--- config.mk ---
export PLATFORM = sky130hd
export DESIGN_NAME = mtc_timer
export DESIGN_NICKNAME = d
export VERILOG_FILES = /design/src/rtl/mtc_pkg.sv /design/src/rtl/mtc_rst_sync.sv /design/src/rtl/mtc_sync_edge.sv /design/src/rtl/mtc_match_unit.sv /design/src/rtl/mtc_capture_unit.sv /design/src/rtl/mtc_timer.sv
export SDC_FILE = /design/constraint.sdc
export NUM_CORES = 1
export LEC_CHECK = 0
export BUFFER_PORTS_ARGS = -buffer_cell sky130_fd_sc_hd__buf_2
export CAP_MARGIN = 20
export CORE_UTILIZATION = 55
export DETAILED_ROUTE_END_ITERATION = 8
export GPL_TIMING_DRIVEN = 0
export PLACE_DENSITY_LB_ADDON = 0.08
export SLEW_MARGIN = 20
export SYNTH_ARGS = -nofsm -noshare
export SYNTH_HDL_FRONTEND = slang
export SYNTH_HIERARCHICAL = 1
export SYNTH_SLANG_ARGS = --single-unit
--- constraint.sdc ---
create_clock -name clk -period 16.3 [get_ports clk]
set_input_delay 3.26 -clock clk [delete_from_list [all_inputs] [get_ports clk]]
set_output_delay 3.26 -clock clk [all_outputs]
set_load 0.01 [all_outputs]
--- src/rtl/mtc_pkg.sv ---
package mtc_pkg;
  typedef enum logic [1:0] {
    ACT_CONT  = 2'd0,
    ACT_STOP  = 2'd1,
    ACT_RESET = 2'd2,
    ACT_SPARE = 2'd3
  } act_e;

  typedef enum logic [1:0] {
    EDG_OFF  = 2'd0,
    EDG_RISE = 2'd1,
    EDG_FALL = 2'd2,
    EDG_BOTH = 2'd3
  } edge_e;

  localparam int MCFG_W        = 3;
  localparam int CCFG_W        = 2;
  localparam int CTRL_EN_BIT   = 0;
  localparam int CTRL_MODE_BIT = 1;
endpackage

--- src/rtl/mtc_rst_sync.sv ---
module mtc_rst_sync (
  input  logic clk,
  input  logic rst_n,
  output logic rst_ns
);
  logic r1_q, r2_q;

  always_ff @(posedge clk or negedge rst_n) begin
    if (!rst_n) begin
      r1_q <= 1'b0;
      r2_q <= 1'b0;
    end else begin
      r1_q <= 1'b1;
      r2_q <= r1_q;
    end
  end

  assign rst_ns = r2_q;
endmodule

--- src/rtl/mtc_sync_edge.sv ---
module mtc_sync_edge (
  input  logic clk,
  input  logic rst_n,
  input  logic in_i,
  output logic lvl_o,
  output logic prev_o
);
  logic s1_q, s2_q, s3_q;
  logic s1_d, s2_d, s3_d;

  always_comb begin
    s1_d = in_i;
    s2_d = s1_q;
    s3_d = s2_q;
  end

  always_ff @(posedge clk or negedge rst_n) begin
    if (!rst_n) begin
      s1_q <= 1'b0;
      s2_q <= 1'b0;
      s3_q <= 1'b0;
    end else begin
      s1_q <= s1_d;
      s2_q <= s2_d;
      s3_q <= s3_d;
    end
  end

  assign lvl_o  = s2_q;
  assign prev_o = s3_q;
endmodule

--- src/rtl/mtc_match_unit.sv ---
module mtc_match_unit
  import mtc_pkg::*;
#(
  parameter int CNT_W = 32
) (
  input  logic             clk,
  input  logic             rst_n,
  input  logic             wr_val_i,
  input  logic [CNT_W-1:0] wdata_i,
  input  logic             step_i,
  input  logic [CNT_W-1:0] cnt_inc_i,
  input  logic [1:0]       act_i,
  input  logic             clr_i,
  output logic [CNT_W-1:0] val_o,
  output logic             flag_o,
  output logic             stop_o,
  output logic             zero_o
);
  logic [CNT_W-1:0] val_q, val_d;
  logic             flag_q, flag_d;
  logic             hit;
  act_e             act;

  always_comb begin
    act    = act_e'(act_i);
    hit    = step_i && (cnt_inc_i == val_q);
    val_d  = wr_val_i ? wdata_i : val_q;
    flag_d = (flag_q && !clr_i) || hit;
    stop_o = hit && (act == ACT_STOP);
    zero_o = hit && (act == ACT_RESET);
  end

  always_ff @(posedge clk or negedge rst_n) begin
    if (!rst_n) begin
      val_q  <= '0;
      flag_q <= 1'b0;
    end else begin
      val_q  <= val_d;
      flag_q <= flag_d;
    end
  end

  assign val_o  = val_q;
  assign flag_o = flag_q;
endmodule

--- src/rtl/mtc_capture_unit.sv ---
module mtc_capture_unit
  import mtc_pkg::*;
#(
  parameter int CNT_W = 32
) (
  input  logic             clk,
  input  logic             rst_n,
  input  logic             cap_i,
  input  logic [1:0]       sel_i,
  input  logic [CNT_W-1:0] count_i,
  output logic [CNT_W-1:0] cap_o
);
  logic             lvl, prev, rise, fall, take;
  logic [CNT_W-1:0] cap_q, cap_d;
  edge_e            sel;

  mtc_sync_edge u_sync (
    .clk    (clk),
    .rst_n  (rst_n),
    .in_i   (cap_i),
    .lvl_o  (lvl),
    .prev_o (prev)
  );

  always_comb begin
    sel  = edge_e'(sel_i);
    rise = lvl && !prev;
    fall = !lvl && prev;
    unique case (sel)
      EDG_RISE: take = rise;
      EDG_FALL: take = fall;
      EDG_BOTH: take = rise || fall;
      default:  take = 1'b0;
    endcase
    cap_d = take ? count_i : cap_q;
  end

  always_ff @(posedge clk or negedge rst_n) begin
    if (!rst_n) cap_q <= '0;
    else        cap_q <= cap_d;
  end

  assign cap_o = cap_q;
endmodule

--- src/rtl/mtc_timer.sv ---
module mtc_timer
  import mtc_pkg::*;
#(
  parameter int CNT_W   = 32,
  parameter int N_MATCH = 3,
  parameter int N_CAP   = 2,
  parameter int ADDR_W  = 4
) (
  input  logic              clk,
  input  logic              rst_n,
  input  logic              tick_i,
  input  logic              event_i,
  input  logic [N_CAP-1:0]  cap_i,
  input  logic              dbg_pause_i,
  input  logic              reg_wr_i,
  input  logic [ADDR_W-1:0] reg_addr_i,
  input  logic [CNT_W-1:0]  reg_wdata_i,
  output logic [CNT_W-1:0]  reg_rdata_o,
  output logic              irq_o
);
  localparam int A_CTRL    = 0;
  localparam int A_COUNT   = 1;
  localparam int A_MATCH0  = 2;
  localparam int A_MCFG    = A_MATCH0 + N_MATCH;
  localparam int A_IFLAG   = A_MCFG + 1;
  localparam int A_CCFG    = A_MCFG + 2;
  localparam int A_CAP0    = A_MCFG + 3;
  localparam int MCFG_BITS = N_MATCH * MCFG_W;
  localparam int CCFG_BITS = N_CAP * CCFG_W;

  logic                 rst_ns;
  logic                 en_q, en_d, mode_q, mode_d;
  logic [CNT_W-1:0]     count_q, count_d, cnt_inc;
  logic [MCFG_BITS-1:0] mcfg_q, mcfg_d;
  logic [CCFG_BITS-1:0] ccfg_q, ccfg_d;
  logic                 wr_ctrl, wr_count, wr_mcfg, wr_iflag, wr_ccfg;
  logic [N_MATCH-1:0]   wr_match, flags, ien, stop_vec, zero_vec;
  logic                 any_stop, any_reset, step;
  logic                 ev_lvl, ev_prev, ev_rise;
  logic [CNT_W-1:0]     match_val [N_MATCH];
  logic [CNT_W-1:0]     cap_val   [N_CAP];

  mtc_rst_sync u_rst (
    .clk    (clk),
    .rst_n  (rst_n),
    .rst_ns (rst_ns)
  );

  mtc_sync_edge u_ev (
    .clk    (clk),
    .rst_n  (rst_ns),
    .in_i   (event_i),
    .lvl_o  (ev_lvl),
    .prev_o (ev_prev)
  );

  always_comb begin
    wr_ctrl  = reg_wr_i && (reg_addr_i == ADDR_W'(A_CTRL));
    wr_count = reg_wr_i && (reg_addr_i == ADDR_W'(A_COUNT));
    wr_mcfg  = reg_wr_i && (reg_addr_i == ADDR_W'(A_MCFG));
    wr_iflag = reg_wr_i && (reg_addr_i == ADDR_W'(A_IFLAG));
    wr_ccfg  = reg_wr_i && (reg_addr_i == ADDR_W'(A_CCFG));
  end

  genvar gi;
  generate
    for (gi = 0; gi < N_MATCH; gi++) begin : g_match
      assign wr_match[gi] = reg_wr_i && (reg_addr_i == ADDR_W'(A_MATCH0 + gi));
      assign ien[gi]      = mcfg_q[gi*MCFG_W + 2];
      mtc_match_unit #(.CNT_W(CNT_W)) u_match (
        .clk       (clk),
        .rst_n     (rst_ns),
        .wr_val_i  (wr_match[gi]),
        .wdata_i   (reg_wdata_i),
        .step_i    (step),
        .cnt_inc_i (cnt_inc),
        .act_i     (mcfg_q[gi*MCFG_W +: 2]),
        .clr_i     (wr_iflag && reg_wdata_i[gi]),
        .val_o     (match_val[gi]),
        .flag_o    (flags[gi]),
        .stop_o    (stop_vec[gi]),
        .zero_o    (zero_vec[gi])
      );
    end
    for (gi = 0; gi < N_CAP; gi++) begin : g_cap
      mtc_capture_unit #(.CNT_W(CNT_W)) u_cap (
        .clk     (clk),
        .rst_n   (rst_ns),
        .cap_i   (cap_i[gi]),
        .sel_i   (ccfg_q[gi*CCFG_W +: CCFG_W]),
        .count_i (count_q),
        .cap_o   (cap_val[gi])
      );
    end
  endgenerate

  always_comb begin
    ev_rise   = ev_lvl && !ev_prev;
    cnt_inc   = count_q + CNT_W'(1);
    step      = en_q && !dbg_pause_i && (mode_q ? ev_rise : tick_i);
    any_stop  = |stop_vec;
    any_reset = |zero_vec;
    count_d   = count_q;
    en_d      = en_q;
    mode_d    = mode_q;
    mcfg_d    = wr_mcfg ? reg_wdata_i[MCFG_BITS-1:0] : mcfg_q;
    ccfg_d    = wr_ccfg ? reg_wdata_i[CCFG_BITS-1:0] : ccfg_q;
    if (wr_count)  count_d = reg_wdata_i;
    else if (step) count_d = (any_reset && !any_stop) ? '0 : cnt_inc;
    if (wr_ctrl) begin
      en_d   = reg_wdata_i[CTRL_EN_BIT];
      mode_d = reg_wdata_i[CTRL_MODE_BIT];
    end else if (step && any_stop) begin
      en_d = 1'b0;
    end
  end

  always_ff @(posedge clk or negedge rst_ns) begin
    if (!rst_ns) begin
      en_q    <= 1'b0;
      mode_q  <= 1'b0;
      count_q <= '0;
      mcfg_q  <= '0;
      ccfg_q  <= '0;
    end else begin
      en_q    <= en_d;
      mode_q  <= mode_d;
      count_q <= count_d;
      mcfg_q  <= mcfg_d;
      ccfg_q  <= ccfg_d;
    end
  end

  always_comb begin
    reg_rdata_o = '0;
    if (reg_addr_i == ADDR_W'(A_CTRL)) begin
      reg_rdata_o[CTRL_EN_BIT]   = en_q;
      reg_rdata_o[CTRL_MODE_BIT] = mode_q;
    end
    if (reg_addr_i == ADDR_W'(A_COUNT)) reg_rdata_o = count_q;
    if (reg_addr_i == ADDR_W'(A_MCFG))  reg_rdata_o[MCFG_BITS-1:0] = mcfg_q;
    if (reg_addr_i == ADDR_W'(A_IFLAG)) reg_rdata_o[N_MATCH-1:0] = flags;
    if (reg_addr_i == ADDR_W'(A_CCFG))  reg_rdata_o[CCFG_BITS-1:0] = ccfg_q;
    for (int i = 0; i < N_MATCH; i++)
      if (reg_addr_i == ADDR_W'(A_MATCH0 + i)) reg_rdata_o = match_val[i];
    for (int j = 0; j < N_CAP; j++)
      if (reg_addr_i == ADDR_W'(A_CAP0 + j)) reg_rdata_o = cap_val[j];
  end

  assign irq_o = |(flags & ien);
endmodule

==> results.cfg <==
[logic_synthesis]
synth-main-ff-cell = dfrtp_1
ys_ff_latch = 221
yosysWarnings = 6
syn_area_per_cell_um2 = 10.1
syn_nets = 1382
synth_cell_types = 71
synth.top_cell.area_share_pct = 40.9
synth_area_leader_cell = dfrtp_1
synth_area_um2 = 13500
ys_seq_area_share_pct = 40.9
synth-edff-count = 0
async_reset_ff_share_pct = 100
synth_area_leaders = dfrtp_1, mux2_2, a21bo_2, a221o_1, xnor2_1
syn_inst = 1333

[clock_tree]
worstSkewPairLatency_ns = 0.56
h-tree-depth = 1
clk_path_buf_depth = 3
numCtsBuffers = 26
cts_resized = 0
ctsHoldBuffers = 0
clkSinkCount = 221
post_cts_buffers = 0
cts_tree = yes
cts_root_buffer = clkbuf_16
clk_pin_slew_worst_paths_ns = 0.06

[sta]
fin_hold_ws_ns = 0.294
relSlewSlack_pct = 30.8
final_max_slew_viol_count = 0
period_share_pct = 57.2
final.min_clock_period_ns = 9.32
fmax_mhz = 107
setup_violations = 0
tightest_slew_ns = 1.03
clock_skew_ns = 0.0303
rsz0062_at_grt = false
hold_viol = 0
setup_slack_ns = 6.98
tns_ns = 0

[floorplanning]
dieArea_um2 = 25200
die_w_um = 159
coreArea_um2 = 24200
rows = 57
initial_core_util_pct = 55.8
die_y_um = 159
io_pins = 77

[finish]
nFillCells = 2090
syn_to_final_growth_pct = 12.9
drive_gt1_share_pct = 24.9
diodes = 0
layout_common_cells = dfrtp_1, buf_2, mux2_2
final_common_cell = dfrtp_1
nNetsFinal = 1489

[detailed_routing]
routed_wl_mm = 46.2
drc = 0
drt_pass1_iterations = 6
routed_via_density = 6.63
ant_nets = 0
routedWlPerCell_um = 25.9
drt-initial-drc-count = 1591
num_vias = 11800

[critical_path]
cpMaxStageDelayCell = buf_1
arrival_ns = 6.06
crit_fanout = 10
path_cells = buf_2 -> nor4b_2 -> clkbuf_1 -> buf_1 -> a22oi_1 -> a31oi_1 -> buf_2
worst_path_most_repeated_cell = buf_2
start_kind = input port
slowest_delay_ns = 0.73
crit_required_ns = 13.04
crit_type = input port to output port
end_kind = output port

[placed_design]
dp_hpwl_mm = 34.7
dp_slack_ns = 7.11
routabilityCongestion = 0.999
portBuffers = 75

[power_and_ir_drop]
p_leak_nw = 6.42
irDropWorstVdd_mv = 0.105
finalPower_mw = 2.29
power_density_nw_per_um2 = 150

[run]
maxCapViolCount = 0

[global_routing]
grt_max_degree = 54
grt_pass1_wl_mm = 69.5
grt.total_usage_pct = 36.3
grt_pass1_vias = 11200
overflow = 0
antenna_found_initial = 0

[status]
outcome = finished, final reports clean

[worst_hold_path]
hold_path.class = flip-flop to async pin
flip-flops by register name, indices dropped and copies added (netlist names):
register                   count
ccfg_q                         4
count_q                       32
en_q                           1
g_cap.u_cap/cap_o             64
g_cap.u_cap/u_sync/lvl_o       2
g_cap.u_cap/u_sync/prev_o      2
g_cap.u_cap/u_sync/s1_q        2
g_match.u_match/flag_o         3
g_match.u_match/val_o         96
mcfg_q                         9
mode_q                         1
u_ev/lvl_o                     1
u_ev/prev_o                    1
u_ev/s1_q                      1
u_rst/r1_q                     1
u_rst/rst_ns                   1
per-stage QoR:
step	util [%]	cells	area [µm²]
after detailed placement	59.5	1736	14400
final	63.0	1783	15300
after global placement	59.0	1732	14300
after CTS	63.0	1783	15300
after global routing	63.0	1783	15300
after floorplan	-	1333	13500
path summary, 6_finish.rpt:
| check | startpoint | to | slack [ns] | cells after the start |
|---|---|---|---|---|
| setup / recovery | reg_addr_i[0] | reg_rdata_o[29] | 6.98 | 7 |
| hold / removal | u_rst/rst_ns | g_match[0].u_match/val_o[18] | 0.29 | 0 |
| setup reg to reg | count_q[2] | count_q[29] | 10.61 | 16 |
| hold reg to reg | u_rst/rst_ns | g_match[0].u_match/val_o[18] | 0.29 | 0 |
| max in group asynchronous | rst_n | u_rst/rst_ns | 13.71 | 1 |
| min in group clk | u_ev/s1_q | u_ev/lvl_o | 0.35 | 0 |
routing by layer:
metal  vias up  wire (µm)  track usage (%)
met2       608      20700             55.1
met1      5850      19500             50.6
li1       5254          -                -
met4         0       1740             13.7
met3       109       4320             7.97
met5         -          0                0
power breakdown:
part	internal, mW	switching, mW	leakage, nW
sequential	0.711	0.225	2.73
clock	0.342	0.238	0.414
combinational	0.380	0.396	3.28
total	1.43	0.858	6.42
worst max-delay path, delay by kind of cell:
family,cells,cell delay (ns)
buffers and inverters,4,1.70
and+or+nand+nor,1,0.50
AOI/OAI and AO/OA,2,0.59
synthesized netlist by cell type, types with 4 or more instances:
cell type / count
nand4_1: 23
o31ai_1: 4
o31a_1: 6
nor2b_1: 6
a31oi_1: 23
and4_1: 6
inv_1: 17
nor3_1: 14
o21ai_0: 33
nand2_1: 59
a222oi_1: 9
or3_1: 6
nor2_1: 46
a22oi_1: 32
xnor2_1: 68
a221oi_1: 26
nand2b_1: 20
and3_1: 11
mux2_2: 111
mux2i_1: 9
a221o_1: 64
clkbuf_1: 47
buf_1: 20
buf_2: 37
or4_1: 5
a22o_1: 17
ha_1: 5
nor4_1: 21
and2_1: 7
dfrtp_1: 221
nand3_1: 89
a21bo_2: 64
a21oi_1: 81
buf_6: 9
xor2_1: 58
area by class of cell:
type                    count  area [µm²]  area share, %
repair buffers             79         478           3.13
clock inverters             6        72.6          0.475
multi-input cells         978        7370           48.3
plain buffers             117         566           3.70
well taps                 324         405           2.65
inverters                  17        63.8          0.418
flip-flops and latches    221        5530           36.2
clock buffers              41         777           5.09
kinds of logic (layout without fill, tap and decap cells):
family	Yosys count	after routing	share of synthesized area (%)
XOR/XNOR	126	126	8.16
buffers and inverters	134	260	4.65
flip-flops	221	221	40.9
other	1	1	0.0277
multiplexers	120	120	9.90
AND/OR/NAND/NOR	337	337	13.6
adder cells (fa/ha/maj)	5	5	0.462
AO/OA/AOI/OAI	389	389	22.4
(Power assumes the default switching activity.)
